[config.mk]
export PLATFORM = sky130hd
export DESIGN_NAME = phase_align_wait
export DESIGN_NICKNAME = d
export VERILOG_FILES = /design/src/rtl/phase_wait_pkg.sv /design/src/rtl/pw_phase_track.sv /design/src/rtl/pw_sync_ctrl.sv /design/src/rtl/pw_wait_path.sv /design/src/rtl/phase_align_wait.sv
export SDC_FILE = /design/constraint.sdc
export NUM_CORES = 1
export LEC_CHECK = 0
export BUFFER_PORTS_ARGS = -buffer_cell sky130_fd_sc_hd__buf_2
export CELL_PAD_IN_SITES_DETAIL_PLACEMENT = 0
export CELL_PAD_IN_SITES_GLOBAL_PLACEMENT = 2
export CORE_AREA = 2 2 39 41
export DETAILED_ROUTE_END_ITERATION = 6
export DIE_AREA = 0 0 41 43
export GPL_TIMING_DRIVEN = 0
export PLACE_DENSITY_LB_ADDON = 0.1
export SETUP_SLACK_MARGIN = 0.05
export SLEW_MARGIN = 20
export SYNTH_ARGS = -nofsm -noshare
export SYNTH_HDL_FRONTEND = slang
export SYNTH_SLANG_ARGS = --single-unit
[constraint.sdc]
create_clock -name clk -period 1.62 [get_ports clk]
set_input_delay 0.324 -clock clk [delete_from_list [all_inputs] [get_ports clk]]
set_output_delay 0.324 -clock clk [all_outputs]
set_load 0.02 [all_outputs]
[src/rtl/phase_wait_pkg.sv]
package phase_wait_pkg;

  typedef enum logic [1:0] {
    SyncIdle,
    SyncStall,
    SyncHold,
    SyncXfer
  } syncState_e;

  // Strobes from the sync controller to the wait datapath
  typedef struct packed {
    logic selStall;   // force wait high
    logic selAck;     // route acknowledge path onto wait
  } waitStrobe_t;

endpackage

[src/rtl/pw_phase_track.sv]
module pw_phase_track #(
  parameter int RATIO = 3
) (
  input  logic clk,
  input  logic rst,
  input  logic slowClk,
  output logic phaseZero,
  output logic boundaryNext
);

  localparam int PH_W = (RATIO > 2) ? $clog2(RATIO) : 1;
  localparam logic [PH_W-1:0] LAST_PH = PH_W'(RATIO - 1);

  logic            slowQ1;
  logic            slowQ2;
  logic [PH_W-1:0] phaseCnt;
  logic            riseSeen;

  assign riseSeen     = slowQ1 & ~slowQ2;
  assign boundaryNext = riseSeen | (phaseCnt == LAST_PH);
  assign phaseZero    = (phaseCnt == '0);

  always_ff @(posedge clk) begin
    if (rst) begin
      slowQ1   <= 1'b0;
      slowQ2   <= 1'b0;
      phaseCnt <= '0;
    end else begin
      slowQ1 <= slowClk;
      slowQ2 <= slowQ1;
      if (boundaryNext) phaseCnt <= '0;
      else              phaseCnt <= phaseCnt + 1'b1;
    end
  end

  AST_PHASE_RANGE: assert property (@(posedge clk) disable iff (rst)
    phaseCnt <= LAST_PH);

  AST_RISE_ALIGNS: assert property (@(posedge clk) disable iff (rst)
    riseSeen |=> phaseZero);

endmodule

[src/rtl/pw_sync_ctrl.sv]
module pw_sync_ctrl
  import phase_wait_pkg::*;
#(
  parameter bit CTRL_IDLE_HIGH = 1'b1
) (
  input  logic        clk,
  input  logic        rst,
  input  logic        ctrlIn,
  input  logic        cycleEnd,
  input  logic        boundaryNext,
  output waitStrobe_t strb
);

  syncState_e state;
  syncState_e stateNext;
  logic       ctrlActive;

  generate
    if (CTRL_IDLE_HIGH) begin : g_active_low
      assign ctrlActive = ~ctrlIn;
    end else begin : g_active_high
      assign ctrlActive = ctrlIn;
    end
  endgenerate

  always_comb begin
    stateNext = state;
    unique case (state)
      SyncIdle:  if (ctrlActive)   stateNext = SyncStall;
      SyncStall: if (boundaryNext) stateNext = SyncHold;
      SyncHold:  if (!ctrlActive)  stateNext = SyncXfer;
      SyncXfer:  if (cycleEnd)     stateNext = SyncIdle;
      default:                     stateNext = SyncIdle;
    endcase
  end

  always_ff @(posedge clk) begin
    if (rst) state <= SyncIdle;
    else     state <= stateNext;
  end

  assign strb.selStall = (state == SyncStall);
  assign strb.selAck   = (state == SyncXfer);

  AST_IDLE_ENTRY: assert property (@(posedge clk) disable iff (rst)
    (state == SyncIdle && ctrlActive) |=> strb.selStall);

  AST_XFER_STAYS: assert property (@(posedge clk) disable iff (rst)
    (strb.selAck && !cycleEnd) |=> strb.selAck);

  AST_HOLD_QUIET: assert property (@(posedge clk) disable iff (rst)
    (state == SyncHold && ctrlActive) |=> !strb.selAck);

endmodule

[src/rtl/pw_wait_path.sv]
module pw_wait_path
  import phase_wait_pkg::*;
#(
  parameter int RATIO      = 3,
  parameter bit ACK_BYPASS = 1'b0
) (
  input  logic        clk,
  input  logic        rst,
  input  logic        ackIn,
  input  waitStrobe_t strb,
  output logic        waitOut
);

  localparam int SYNC_STAGES = 2;
  localparam bit USE_BYPASS  = ACK_BYPASS && (RATIO == 2);

  logic ackPath;

  generate
    if (USE_BYPASS) begin : g_bypass
      assign ackPath = ackIn;

      AST_ACK_BYPASS: assert property (@(posedge clk) disable iff (rst)
        strb.selAck |-> (waitOut == ackIn));
    end else begin : g_sync
      logic [SYNC_STAGES-1:0] syncPipe;

      always_ff @(posedge clk) begin
        if (rst) syncPipe <= '0;
        else     syncPipe <= {syncPipe[SYNC_STAGES-2:0], ackIn};
      end

      assign ackPath = syncPipe[SYNC_STAGES-1];

      AST_ACK_SYNC_LAT: assert property (@(posedge clk) disable iff (rst)
        strb.selAck |-> (waitOut == $past(ackIn, 2)));
    end
  endgenerate

  assign waitOut = strb.selStall | (strb.selAck & ackPath);

  AST_IDLE_QUIET: assert property (@(posedge clk) disable iff (rst)
    (!strb.selStall && !strb.selAck) |-> !waitOut);

  AST_STALL_DRIVES: assert property (@(posedge clk) disable iff (rst)
    strb.selStall |-> waitOut);

endmodule

[src/rtl/phase_align_wait.sv]
module phase_align_wait
  import phase_wait_pkg::*;
#(
  parameter int RATIO          = 3,
  parameter bit CTRL_IDLE_HIGH = 1'b1,
  parameter bit ACK_BYPASS     = 1'b0
) (
  input  logic clk,
  input  logic rst,
  input  logic slowClk,
  input  logic ctrlIn,
  input  logic cycleEnd,
  input  logic ackIn,
  output logic waitOut
);

  logic        phaseZero;
  logic        boundaryNext;
  waitStrobe_t strb;

  pw_phase_track #(.RATIO(RATIO)) u_phase (
    .clk          (clk),
    .rst          (rst),
    .slowClk      (slowClk),
    .phaseZero    (phaseZero),
    .boundaryNext (boundaryNext)
  );

  pw_sync_ctrl #(.CTRL_IDLE_HIGH(CTRL_IDLE_HIGH)) u_ctrl (
    .clk          (clk),
    .rst          (rst),
    .ctrlIn       (ctrlIn),
    .cycleEnd     (cycleEnd),
    .boundaryNext (boundaryNext),
    .strb         (strb)
  );

  pw_wait_path #(.RATIO(RATIO), .ACK_BYPASS(ACK_BYPASS)) u_path (
    .clk     (clk),
    .rst     (rst),
    .ackIn   (ackIn),
    .strb    (strb),
    .waitOut (waitOut)
  );

  AST_STALL_ENDS_ALIGNED: assert property (@(posedge clk) disable iff (rst)
    ($past(strb.selStall) && !strb.selStall) |-> phaseZero);

  AST_RESET_QUIET: assert property (@(posedge clk)
    rst |=> !waitOut);

endmodule

==> flow_metrics.py, run 1 <==
metrics = {
    "status": {
        "outcome": "finished, final reports clean",
    },
    "placed_design": {
        "gp_congestion": 0.652,
        "hpwl_um": 450,
        "dp.cells": 58,
        "pre_cts_ws_ns": 0.229,
        "port_buffers": 5,
    },
    "detailed_routing": {
        "drt_wl_total_um": 565,
        "drc": 0,
        "post_drt_wl_per_cell_um": 9.26,
        "drt_pass1_iterations": 1,
        "vias_per_cell": 4.15,
        "drt_iter0_drc": 0,
        "antenna_left": 0,
        "vias": 253,
    },
    "clock_tree": {
        "clock-sinks": 8,
        "cts_setup_buffers": 0,
        "cts_tree": "built",
        "hold_buffers": 0,
        "clk_latency_ns": 0.24,
        "cts_root_buf": "clkbuf_4",
        "numCtsBuffers": 3,
        "clockBufferDepth": 2,
        "htreeDepth": 1,
        "path_clk_slew_ns": 0.05,
        "cts-resized-gates": 1,
    },
    "power": {
        "vdd_drop_max_mv": 0.482,
        "p_leak_uw": 0.000204,
        "power_uw": 629,
        "powerDensity_nw_per_um2": 1450,
    },
    "synth": {
        "yosys_warnings": 0,
        "synth_top_flop_cell": "dfxtp_1",
        "synth-async-reset-ratio": 0,
        "synthDistinctLibCells": 14,
        "ys_seq_elements": 8,
        "yosysMostFrequentCell": "dfxtp_1",
        "syn_nets": 48,
        "synth_commonest_cells": "dfxtp_1 (8), ha_1 (5), inv_1 (5)",
        "synth_area_um2": 365,
        "synth_top_cell_by_area": "dfxtp_1",
        "synth_area_leaders": "dfxtp_1 (44%), ha_1 (17%), nor2b_1 (6.8%), mux2i_1 (5.5%), inv_1 (5.1%)",
        "ys_seq_area_frac": 0.438,
        "synth_edf_count": 0,
        "syn_avg_cell_area_um2": 9.87,
        "netlist.area_leader.share": 0.438,
        "synth_cells": 37,
    },
    "critical_path": {
        "path_delay_family": "flip-flops",
        "crit_start": "u_ctrl.state[1]",
        "reg2reg_to": "u_ctrl.state[1]",
        "slowest_delay_ns": 0.35,
        "path_cells": "inv_1 > ha_1 > a21o_1 > buf_2",
        "critPathBufInv": 2,
        "crit_required_ns": 1.30,
        "rr_worst_depth": 6,
        "worst-path-stages": 4,
        "crit_type": "flip-flop to primary output",
        "slowest_stage": "dfxtp_2",
        "critPathLaunchType": "flip-flop",
        "cp.arrival_ns": 1.18,
        "endpoint": "waitOut",
        "ff2ff_setup_slack_ns": 0.22,
        "end_kind": "primary output",
        "regToRegStartpoint": "u_ctrl.state[0]",
        "crit_fanout": 4,
    },
    "cells_and_area": {
        "num_antenna_cells": 0,
        "multi_input_area_um2": 183,
        "fin_util": 0.314,
        "layout-drive-gt1-share": 0.200,
        "ff_latch_area_um2": 161,
        "finalNetCount": 58,
        "finalNonFillerCells": 61,
        "n_fill_cell": 151,
        "area_growth_pct": 18.8,
    },
    "global_route": {
        "grt_use_total": 0.0847,
        "overflow": 0,
        "grt_max_degree": 11,
        "grt_pass1_vias": 234,
        "grt_pass1_wl_um": 945,
        "antenna_found_initial": 0,
    },
    "floorplanning": {
        "initial_utilization": 0.264,
        "rows": 14,
        "dieArea_um2": 1760,
        "die_h_um": 43,
        "die_w_um": 41,
        "top_level_ports": 7,
        "coreArea_um2": 1380,
    },
    "timing": {
        "rsz0062_at_grt": "no",
        "finalCritPeriodShare": 0.927,
        "setup_slack_ns": 0.118,
        "drv_slew": 0,
        "tightest_slew_ns": 0.386,
        "finalSetupViolations": 0,
        "fin_worst_skew_ns": 0.000924,
        "slew_headroom": 0.743,
        "max_freq_mhz": 666,
        "finalWorstPathRequiredPeriod_ns": 1.50,
        "setup_tns_ns": 0,
        "hold_viol_final": 0,
    },
    "worst_hold_path": {
        "min_path_type": "input pin to flip-flop",
    },
    "run": {
        "drv_cap": 0,
    },
}
-- flip-flops by register name, summed over array words and instances, names as in the netlist --
signal and cells:
u_ctrl.state 2, u_path.g_sync.syncPipe 2, u_phase.phaseCnt 2, u_phase.slowQ1 1, u_phase.slowQ2 1
-- stage by stage --
stage               hold slack (ns)  cell area, um2
global placement              0.407             410
detailed placement            0.410             410
floorplan                     0.398             365
CTS                           0.278             434
finish                        0.283             434
global route                  0.293             434
-- routing by layer --
| metal | up-vias | wire length [um] | GRT usage |
|---|---|---|---|
| met5 | - | 0 | 0 |
| met4 | 0 | 5 | 0.0600 |
| met3 | 2 | 28 | 0.0471 |
| met2 | 5 | 266 | 0.109 |
| met1 | 108 | 264 | 0.101 |
| li1 | 138 | - | - |
-- worst reg2reg max path: stages, from the launching register on --
cell and delay [ns]:
dfxtp_1 0.36, inv_1 0.09, ha_1 0.22, mux2i_1 0.12, o21ai_1 0.11, a21oi_1 0.22
mux2i_1 0.20
-- worst min path at each step --
stage / from / end / slack, ns / cells past startpoint
after floorplan: u_phase.phaseCnt[0] / u_phase.phaseCnt[0] / 0.40 / 1
after global placement: u_phase.phaseCnt[0] / u_phase.phaseCnt[0] / 0.41 / 1
after detailed placement: u_phase.phaseCnt[0] / u_phase.phaseCnt[0] / 0.41 / 1
after CTS: ackIn / u_path.g_sync.syncPipe[0] / 0.28 / 2
after global routing: slowClk / u_phase.slowQ1 / 0.29 / 2
final: ackIn / u_path.g_sync.syncPipe[0] / 0.28 / 2
-- report_power, final --
part           internal (uW)  switching [uW]  total, uW
clock network           84.5            64.0        149
logic                    100             123        223
registers                232            24.9        257
-- layout make-up --
| class | count | share of cell area |
|---|---|---|
| inverters | 5 | 0.0432 |
| flip-flops and latches | 8 | 0.372 |
| clock buffers | 3 | 0.0519 |
| repair buffers | 5 | 0.0576 |
| well taps | 16 | 0.0461 |
| plain buffers | 1 | 0.00865 |
| multi-input cells | 23 | 0.421 |
-- cells in the final DEF, fill, tap and decap left out, types with 2 or more instances in the layout --
cell      n
buf_2     5
a21o_1    2
ha_1      5
mux2i_1   2
dfxtp_1   7
clkbuf_4  3
nand2b_1  2
nor2b_1   4
a21oi_1   2
inv_1     5
nor3_1    2
-- kinds of logic after synthesis --
logic type	synth area share
AO/OA/AOI/OAI	0.134
adder cells (fa/ha/maj)	0.171
buffers and inverters	0.0616
flip-flops	0.438
multiplexers	0.0548
AND/OR/NAND/NOR	0.140
Power figures use the tool's default switching activity.
==> run 2: changes to the inputs <==
--- a/config.mk
+++ b/config.mk
@@ -5,13 +5,15 @@
 export SDC_FILE = /design/constraint.sdc
 export NUM_CORES = 1
 export LEC_CHECK = 0
+export ABC_AREA = 1
 export BUFFER_PORTS_ARGS = -buffer_cell sky130_fd_sc_hd__buf_2
 export CELL_PAD_IN_SITES_DETAIL_PLACEMENT = 0
 export CELL_PAD_IN_SITES_GLOBAL_PLACEMENT = 2
-export CORE_AREA = 2 2 39 41
+export CORE_UTILIZATION = 28
+export CTS_CLUSTER_DIAMETER = 40
 export DETAILED_ROUTE_END_ITERATION = 6
-export DIE_AREA = 0 0 41 43
 export GPL_TIMING_DRIVEN = 0
+export HOLD_SLACK_MARGIN = 0.06
 export PLACE_DENSITY_LB_ADDON = 0.1
 export SETUP_SLACK_MARGIN = 0.05
 export SLEW_MARGIN = 20
==> run 2 against run 1 <==
Power grew 12%. First-iteration DRC count increased by 5. Sequential cell count did not move. Sequential share of layout area fell by 2.5 points. Cell count up 20%. Hold slack worse by 0.0049 ns. Routed wire length down 5.5%. Combinational power grew 32%. Sequential power grew 3%.
==> flow_metrics.py, run 2 <==
metrics = {
    "status": {
        "outcome": "finished, final reports clean",
    },
    "synth": {
        "synth_edf_count": 0,
        "synthDistinctLibCells": 13,
        "syn_avg_cell_area_um2": 8.02,
        "synth_top_flop_cell": "dfxtp_1",
        "netlist.area_leader.share": 0.408,
        "synth_cells": 49,
        "ys_seq_elements": 8,
        "synth_commonest_cells": "inv_1 (12), nor2_1 (9), dfxtp_1 (8)",
        "yosysMostFrequentCell": "inv_1",
        "syn_nets": 60,
        "synth-async-reset-ratio": 0,
        "synth_area_um2": 393,
        "ys_seq_area_frac": 0.408,
        "synth_area_leaders": "dfxtp_1 (41%), ha_1 (16%), inv_1 (11%), nor2_1 (8.6%), nand2_1 (3.8%)",
        "yosys_warnings": 0,
        "synth_top_cell_by_area": "dfxtp_1",
    },
    "critical_path": {
        "crit_type": "flip-flop to primary output",
        "ff2ff_setup_slack_ns": 0.43,
        "crit_fanout": 4,
        "end_kind": "primary output",
        "regToRegStartpoint": "u_ctrl.state[0]",
        "cp.arrival_ns": 1.16,
        "crit_required_ns": 1.30,
        "reg2reg_to": "u_ctrl.state[1]",
        "critPathLaunchType": "flip-flop",
        "rr_worst_depth": 8,
    },
    "timing": {
        "slew_headroom": 0.902,
        "fin_worst_skew_ns": 0.00282,
        "finalWorstPathRequiredPeriod_ns": 1.48,
        "worst_hold_slack_ns": 0.278,
        "max_freq_mhz": 675,
        "hold_viol_final": 0,
        "setup_tns_ns": 0,
        "tightest_slew_ns": 0.146,
        "finalCritPeriodShare": 0.914,
        "finalSetupViolations": 0,
        "rsz0062_at_grt": "no",
        "drv_slew": 0,
    },
    "cells_and_area": {
        "num_antenna_cells": 0,
        "reg_top3": "u_ctrl.state (2), u_path.g_sync.syncPipe (2), u_phase.phaseCnt (2)",
        "finalNonFillerCells": 73,
        "area_growth_pct": 18.5,
        "finalNetCount": 71,
        "mostFrequentLayoutCells": "inv_1 (12), nor2_1 (9), dfxtp_1 (7)",
        "layout_commonest_cell": "inv_1",
        "layout-drive-gt1-share": 0.259,
    },
    "detailed_routing": {
        "vias_per_cell": 4.12,
        "wl_met1_um": 242,
        "drc": 0,
        "drt_iter0_drc": 5,
        "post_drt_wl_per_cell_um": 7.32,
        "drt_wl_total_um": 534,
        "wl_met3_um": 18,
        "wl_met2_um": 263,
        "top_layer_used": "met4",
        "drt_pass1_iterations": 3,
        "antenna_left": 0,
        "vias": 301,
    },
    "run": {
        "drv_cap": 0,
    },
    "global_route": {
        "antenna_found_initial": 0,
        "grt_max_degree": 6,
        "grt_pass1_vias": 265,
        "grt_pass1_wl_um": 986,
        "overflow": 0,
        "grt_use_total": 0.100,
    },
    "floorplanning": {
        "die_h_um": 39.5,
        "rows": 13,
        "dieArea_um2": 1560,
        "top_level_ports": 7,
        "coreArea_um2": 1300,
        "initial_utilization": 0.302,
        "die_w_um": 39.5,
    },
    "clock_tree": {
        "clock-sinks": 8,
        "clockBufferDepth": 2,
        "clk_latency_ns": 0.25,
        "numCtsBuffers": 3,
        "path_clk_slew_ns": 0.05,
        "cts_root_buf": "clkbuf_4",
        "cts_tree": "built",
        "htreeDepth": 1,
    },
    "placed_design": {
        "gp_congestion": 0.649,
        "port_buffers": 6,
        "dp.cells": 70,
        "hpwl_um": 429,
    },
    "power": {
        "vdd_drop_max_mv": 0.660,
        "powerDensity_nw_per_um2": 1510,
        "p_leak_uw": 0.000249,
    },
    "worst_hold_path": {
        "min_path_type": "input pin to flip-flop",
        "hold_path_end": "u_path.g_sync.syncPipe[0]",
        "hold_depth": 3,
        "min_from": "ackIn",
    },
}
[run 2: cell types whose count changed after synthesis, sizes merged, moves of 2 or more]
cell and change:
nor2b -4, nand3 +2, nor3 -2, nand3b +2
nand2b -2, inv +7, mux2i -2, nand2 +6
nor2 +10
[run 2: worst max-delay path by stage]
stage	start	end	slack, ns
finish	u_ctrl.state[1]	waitOut	0.14
global route	u_ctrl.state[1]	waitOut	0.09
CTS	u_ctrl.state[1]	waitOut	0.06
detailed placement	u_ctrl.state[1]	waitOut	0.34
global placement	u_ctrl.state[1]	waitOut	0.34
floorplan	u_ctrl.state[1]	waitOut	0.48
[run 2: logic make-up (layout without fill, tap and decap cells)]
| group | count (synthesis) | in the layout | synth area share |
|---|---|---|---|
| DFF | 8 | 8 | 0.408 |
| AOI/OAI and AO/OA | 3 | 3 | 0.0446 |
| buffers and inverters | 12 | 21 | 0.115 |
| and+or+nand+nor | 21 | 21 | 0.274 |
| adders and majority gates | 5 | 5 | 0.159 |
[run 2: metrics by stage]
stage | power [uW] | setup WS, ns | utilization | area, um2
final | 703 | 0.139 | 0.358 | 465
after global routing | 772 | 0.0942 | 0.358 | 465
after CTS | 717 | 0.0607 | 0.357 | 464
after detailed placement | 566 | 0.340 | 0.339 | 442
after global placement | 559 | 0.345 | 0.339 | 442
after floorplan | 503 | 0.480 | - | 393
[run 2: timing repair]
action	4_1_cts	5_1_grt
hold buffers	0	0
resized for setup	0	1
buffers inserted	0	0
endpoints found under the setup margin	0	1
[run 2: report_power, final]
| part | internal, uW | leakage, uW | total (uW) | switching [uW] |
|---|---|---|---|---|
| sequential | 236 | 0.0000666 | 264 | 28.4 |
| combinational | 127 | 0.000169 | 294 | 167 |
| clock | 84.3 | 0.0000138 | 145 | 60.5 |
[run 2: worst max-delay path, stage by stage (launching register included)]
cell and delay, ns:
dfxtp_2 0.35, inv_1 0.06, ha_1 0.21, a21o_1 0.15, buf_2 0.15
[run 2: final cells by class]
cell class,instances,area [um2]
fill,152,836
multi-input combinational,29,188
timing repair buffer,6,30.0
sequential,8,161
inverter,12,45.0
tap,15,18.8
clock buffer,3,22.5
[run 2: routing by layer]
layer | GRT usage | up-vias
li1 | - | 164
met1 | 0.0897 | 130
met2 | 0.168 | 5
met3 | 0.0341 | 2
met4 | 0.103 | 0
met5 | 0 | -
==> run 3: changes to the inputs <==
--- a/config.mk
+++ b/config.mk
@@ -9,6 +9,7 @@
 export BUFFER_PORTS_ARGS = -buffer_cell sky130_fd_sc_hd__buf_2
 export CELL_PAD_IN_SITES_DETAIL_PLACEMENT = 0
 export CELL_PAD_IN_SITES_GLOBAL_PLACEMENT = 2
+export CORE_MARGIN = 5
 export CORE_UTILIZATION = 28
 export CTS_CLUSTER_DIAMETER = 40
 export DETAILED_ROUTE_END_ITERATION = 6
==> run 3 against run 2 <==
Die area increased by 45%. Clock-buffer cell count unchanged. Power decreased by 0.44%. Register-to-register slack about the same. Critical path type unchanged. Sequential cell count unchanged. Clock power about the same. Hold slack improved by 0.0042 ns. Critical path depth unchanged. Global-route usage decreased by 3.1 points. Via count decreased by 1.0%. Core utilization decreased by 0.44 points.
==> flow_metrics.py, run 3 (same netlist as run 2, synthesis figures left out) <==
metrics = {
    "detailed_routing": {
        "drt_wl_total_um": 537,
        "post_drt_wl_per_cell_um": 7.36,
        "vias_per_cell": 4.08,
        "drt_pass1_iterations": 2,
        "drc": 0,
        "antenna_left": 0,
        "drt_iter0_drc": 2,
        "vias": 298,
    },
    "global_route": {
        "gr-usage-met3": 0.0338,
        "grt_use_total": 0.0691,
        "grt_pass1_wl_mm": 1.00,
        "overflow": 0,
        "grtUsageMet1": 0.0635,
        "grt_most_used_layer": "met2",
        "use_met2": 0.110,
        "grt_pass1_vias": 286,
        "grt_max_degree": 6,
        "antenna_found_initial": 0,
    },
    "critical_path": {
        "cp.arrival_ns": 1.16,
        "critPathLaunchType": "flip-flop",
        "crit_type": "flip-flop to primary output",
        "crit_fanout": 4,
        "crit_required_ns": 1.30,
        "end_kind": "primary output",
    },
    "cells_and_area": {
        "reg_top3": "u_ctrl.state (2), u_path.g_sync.syncPipe (2), u_phase.phaseCnt (2)",
        "layout_commonest_cell": "inv_1",
        "area_growth_pct": 18.5,
        "fin_util": 0.353,
        "design_area_um2": 465,
        "mostFrequentLayoutCells": "inv_1 (12), nor2_1 (9), dfxtp_1 (7)",
        "layout-drive-gt1-share": 0.259,
        "finalNetCount": 71,
        "num_antenna_cells": 0,
    },
    "power": {
        "swShare": 0.361,
        "vdd_drop_max_mv": 0.448,
        "p_int_uw": 447,
        "power_uw": 700,
        "seq_power_share": 0.379,
        "power_frac_clock": 0.204,
        "p_sw_uw": 252,
        "powerDensity_nw_per_um2": 1500,
        "pwr-share-comb": 0.417,
        "p_leak_uw": 0.000249,
    },
    "placed_design": {
        "place_area_um2": 442,
        "gp_congestion": 0.708,
        "hpwl_um": 463,
        "port_buffers": 6,
    },
    "floorplanning": {
        "dieArea_um2": 2250,
        "die_h_um": 47.5,
        "coreArea_um2": 1320,
        "rows": 13,
        "top_level_ports": 7,
        "die_w_um": 47.5,
        "initial_utilization": 0.298,
    },
    "clock_tree": {
        "clk_latency_ns": 0.25,
        "numCtsBuffers": 3,
        "htreeDepth": 1,
        "cts_tree": "built",
        "clock-sinks": 8,
        "path_clk_slew_ns": 0.05,
        "cts_root_buf": "clkbuf_4",
        "cts_setup_buffers": 0,
        "clockBufferDepth": 2,
    },
    "timing": {
        "setup_tns_ns": 0,
        "hold_viol_final": 0,
        "fin_worst_skew_ns": 0.00518,
        "slew_headroom": 0.905,
        "tightest_slew_ns": 0.143,
        "finalCritPeriodShare": 0.918,
        "finalWorstPathRequiredPeriod_ns": 1.49,
        "max_freq_mhz": 673,
        "rsz0062_at_grt": "no",
        "finalSetupViolations": 0,
        "drv_slew": 0,
    },
    "run": {
        "drv_cap": 0,
    },
    "status": {
        "outcome": "finished, final reports clean",
    },
    "worst_hold_path": {
        "min_path_type": "input pin to flip-flop",
    },
}
## run 3: cell counts in the layout (fill, tap and decap cells not counted)
Identical to the previous run, type by type.
## run 3: final timing paths
path,endpoint,depth (start not counted),slack (ns),from
max,waitOut,4,0.13,u_ctrl.state[1]
min,u_path.g_sync.syncPipe[0],3,0.28,ackIn
max reg2reg,u_ctrl.state[0],8,0.43,u_ctrl.state[0]
min reg2reg,u_path.g_sync.syncPipe[1],2,0.40,u_path.g_sync.syncPipe[0]
## run 3: repair_timing
action | 4_1_cts | 5_1_grt
hold buffers | 0 | 0
gates resized for setup | 0 | 1
endpoints found under the setup margin | 0 | 1
## run 3: area by class of cell
class                   count  area [um2]
fillers                   145         852
multi-input cells          29         188
flip-flops and latches      8         161
inverters                  12        45.0
repair buffers              6        30.0
clock buffers               3        22.5
well taps                  15        18.8
## run 3: critical path, cell delays in order (launching register included)
cell and delay, ns:
dfxtp_2 0.35, inv_1 0.06, ha_1 0.21, a21o_1 0.15
buf_2 0.15
## run 3: routing by layer
metal | up-vias | wire, um
met5 | - | 0
li1 | 164 | -
met2 | 4 | 281
met4 | 0 | 5
met3 | 2 | 29
met1 | 128 | 221
## run 3: metrics by stage
stage | instances | hold WS (ns) | setup slack (ns)
global placement | 70 | 0.392 | 0.342
CTS | 73 | 0.276 | 0.0529
detailed placement | 70 | 0.394 | 0.338
finish | 73 | 0.283 | 0.133
global route | 73 | 0.282 | 0.0784
floorplan | 49 | 0.388 | 0.480
## run 3: power by group through the flow
stage	clock, uW	sequential (uW)	combinational, uW
after floorplan	0	259	244
after global placement	0	266	293
after detailed placement	0	269	297
after CTS	153	263	300
after global routing	161	269	350
final	143	265	292
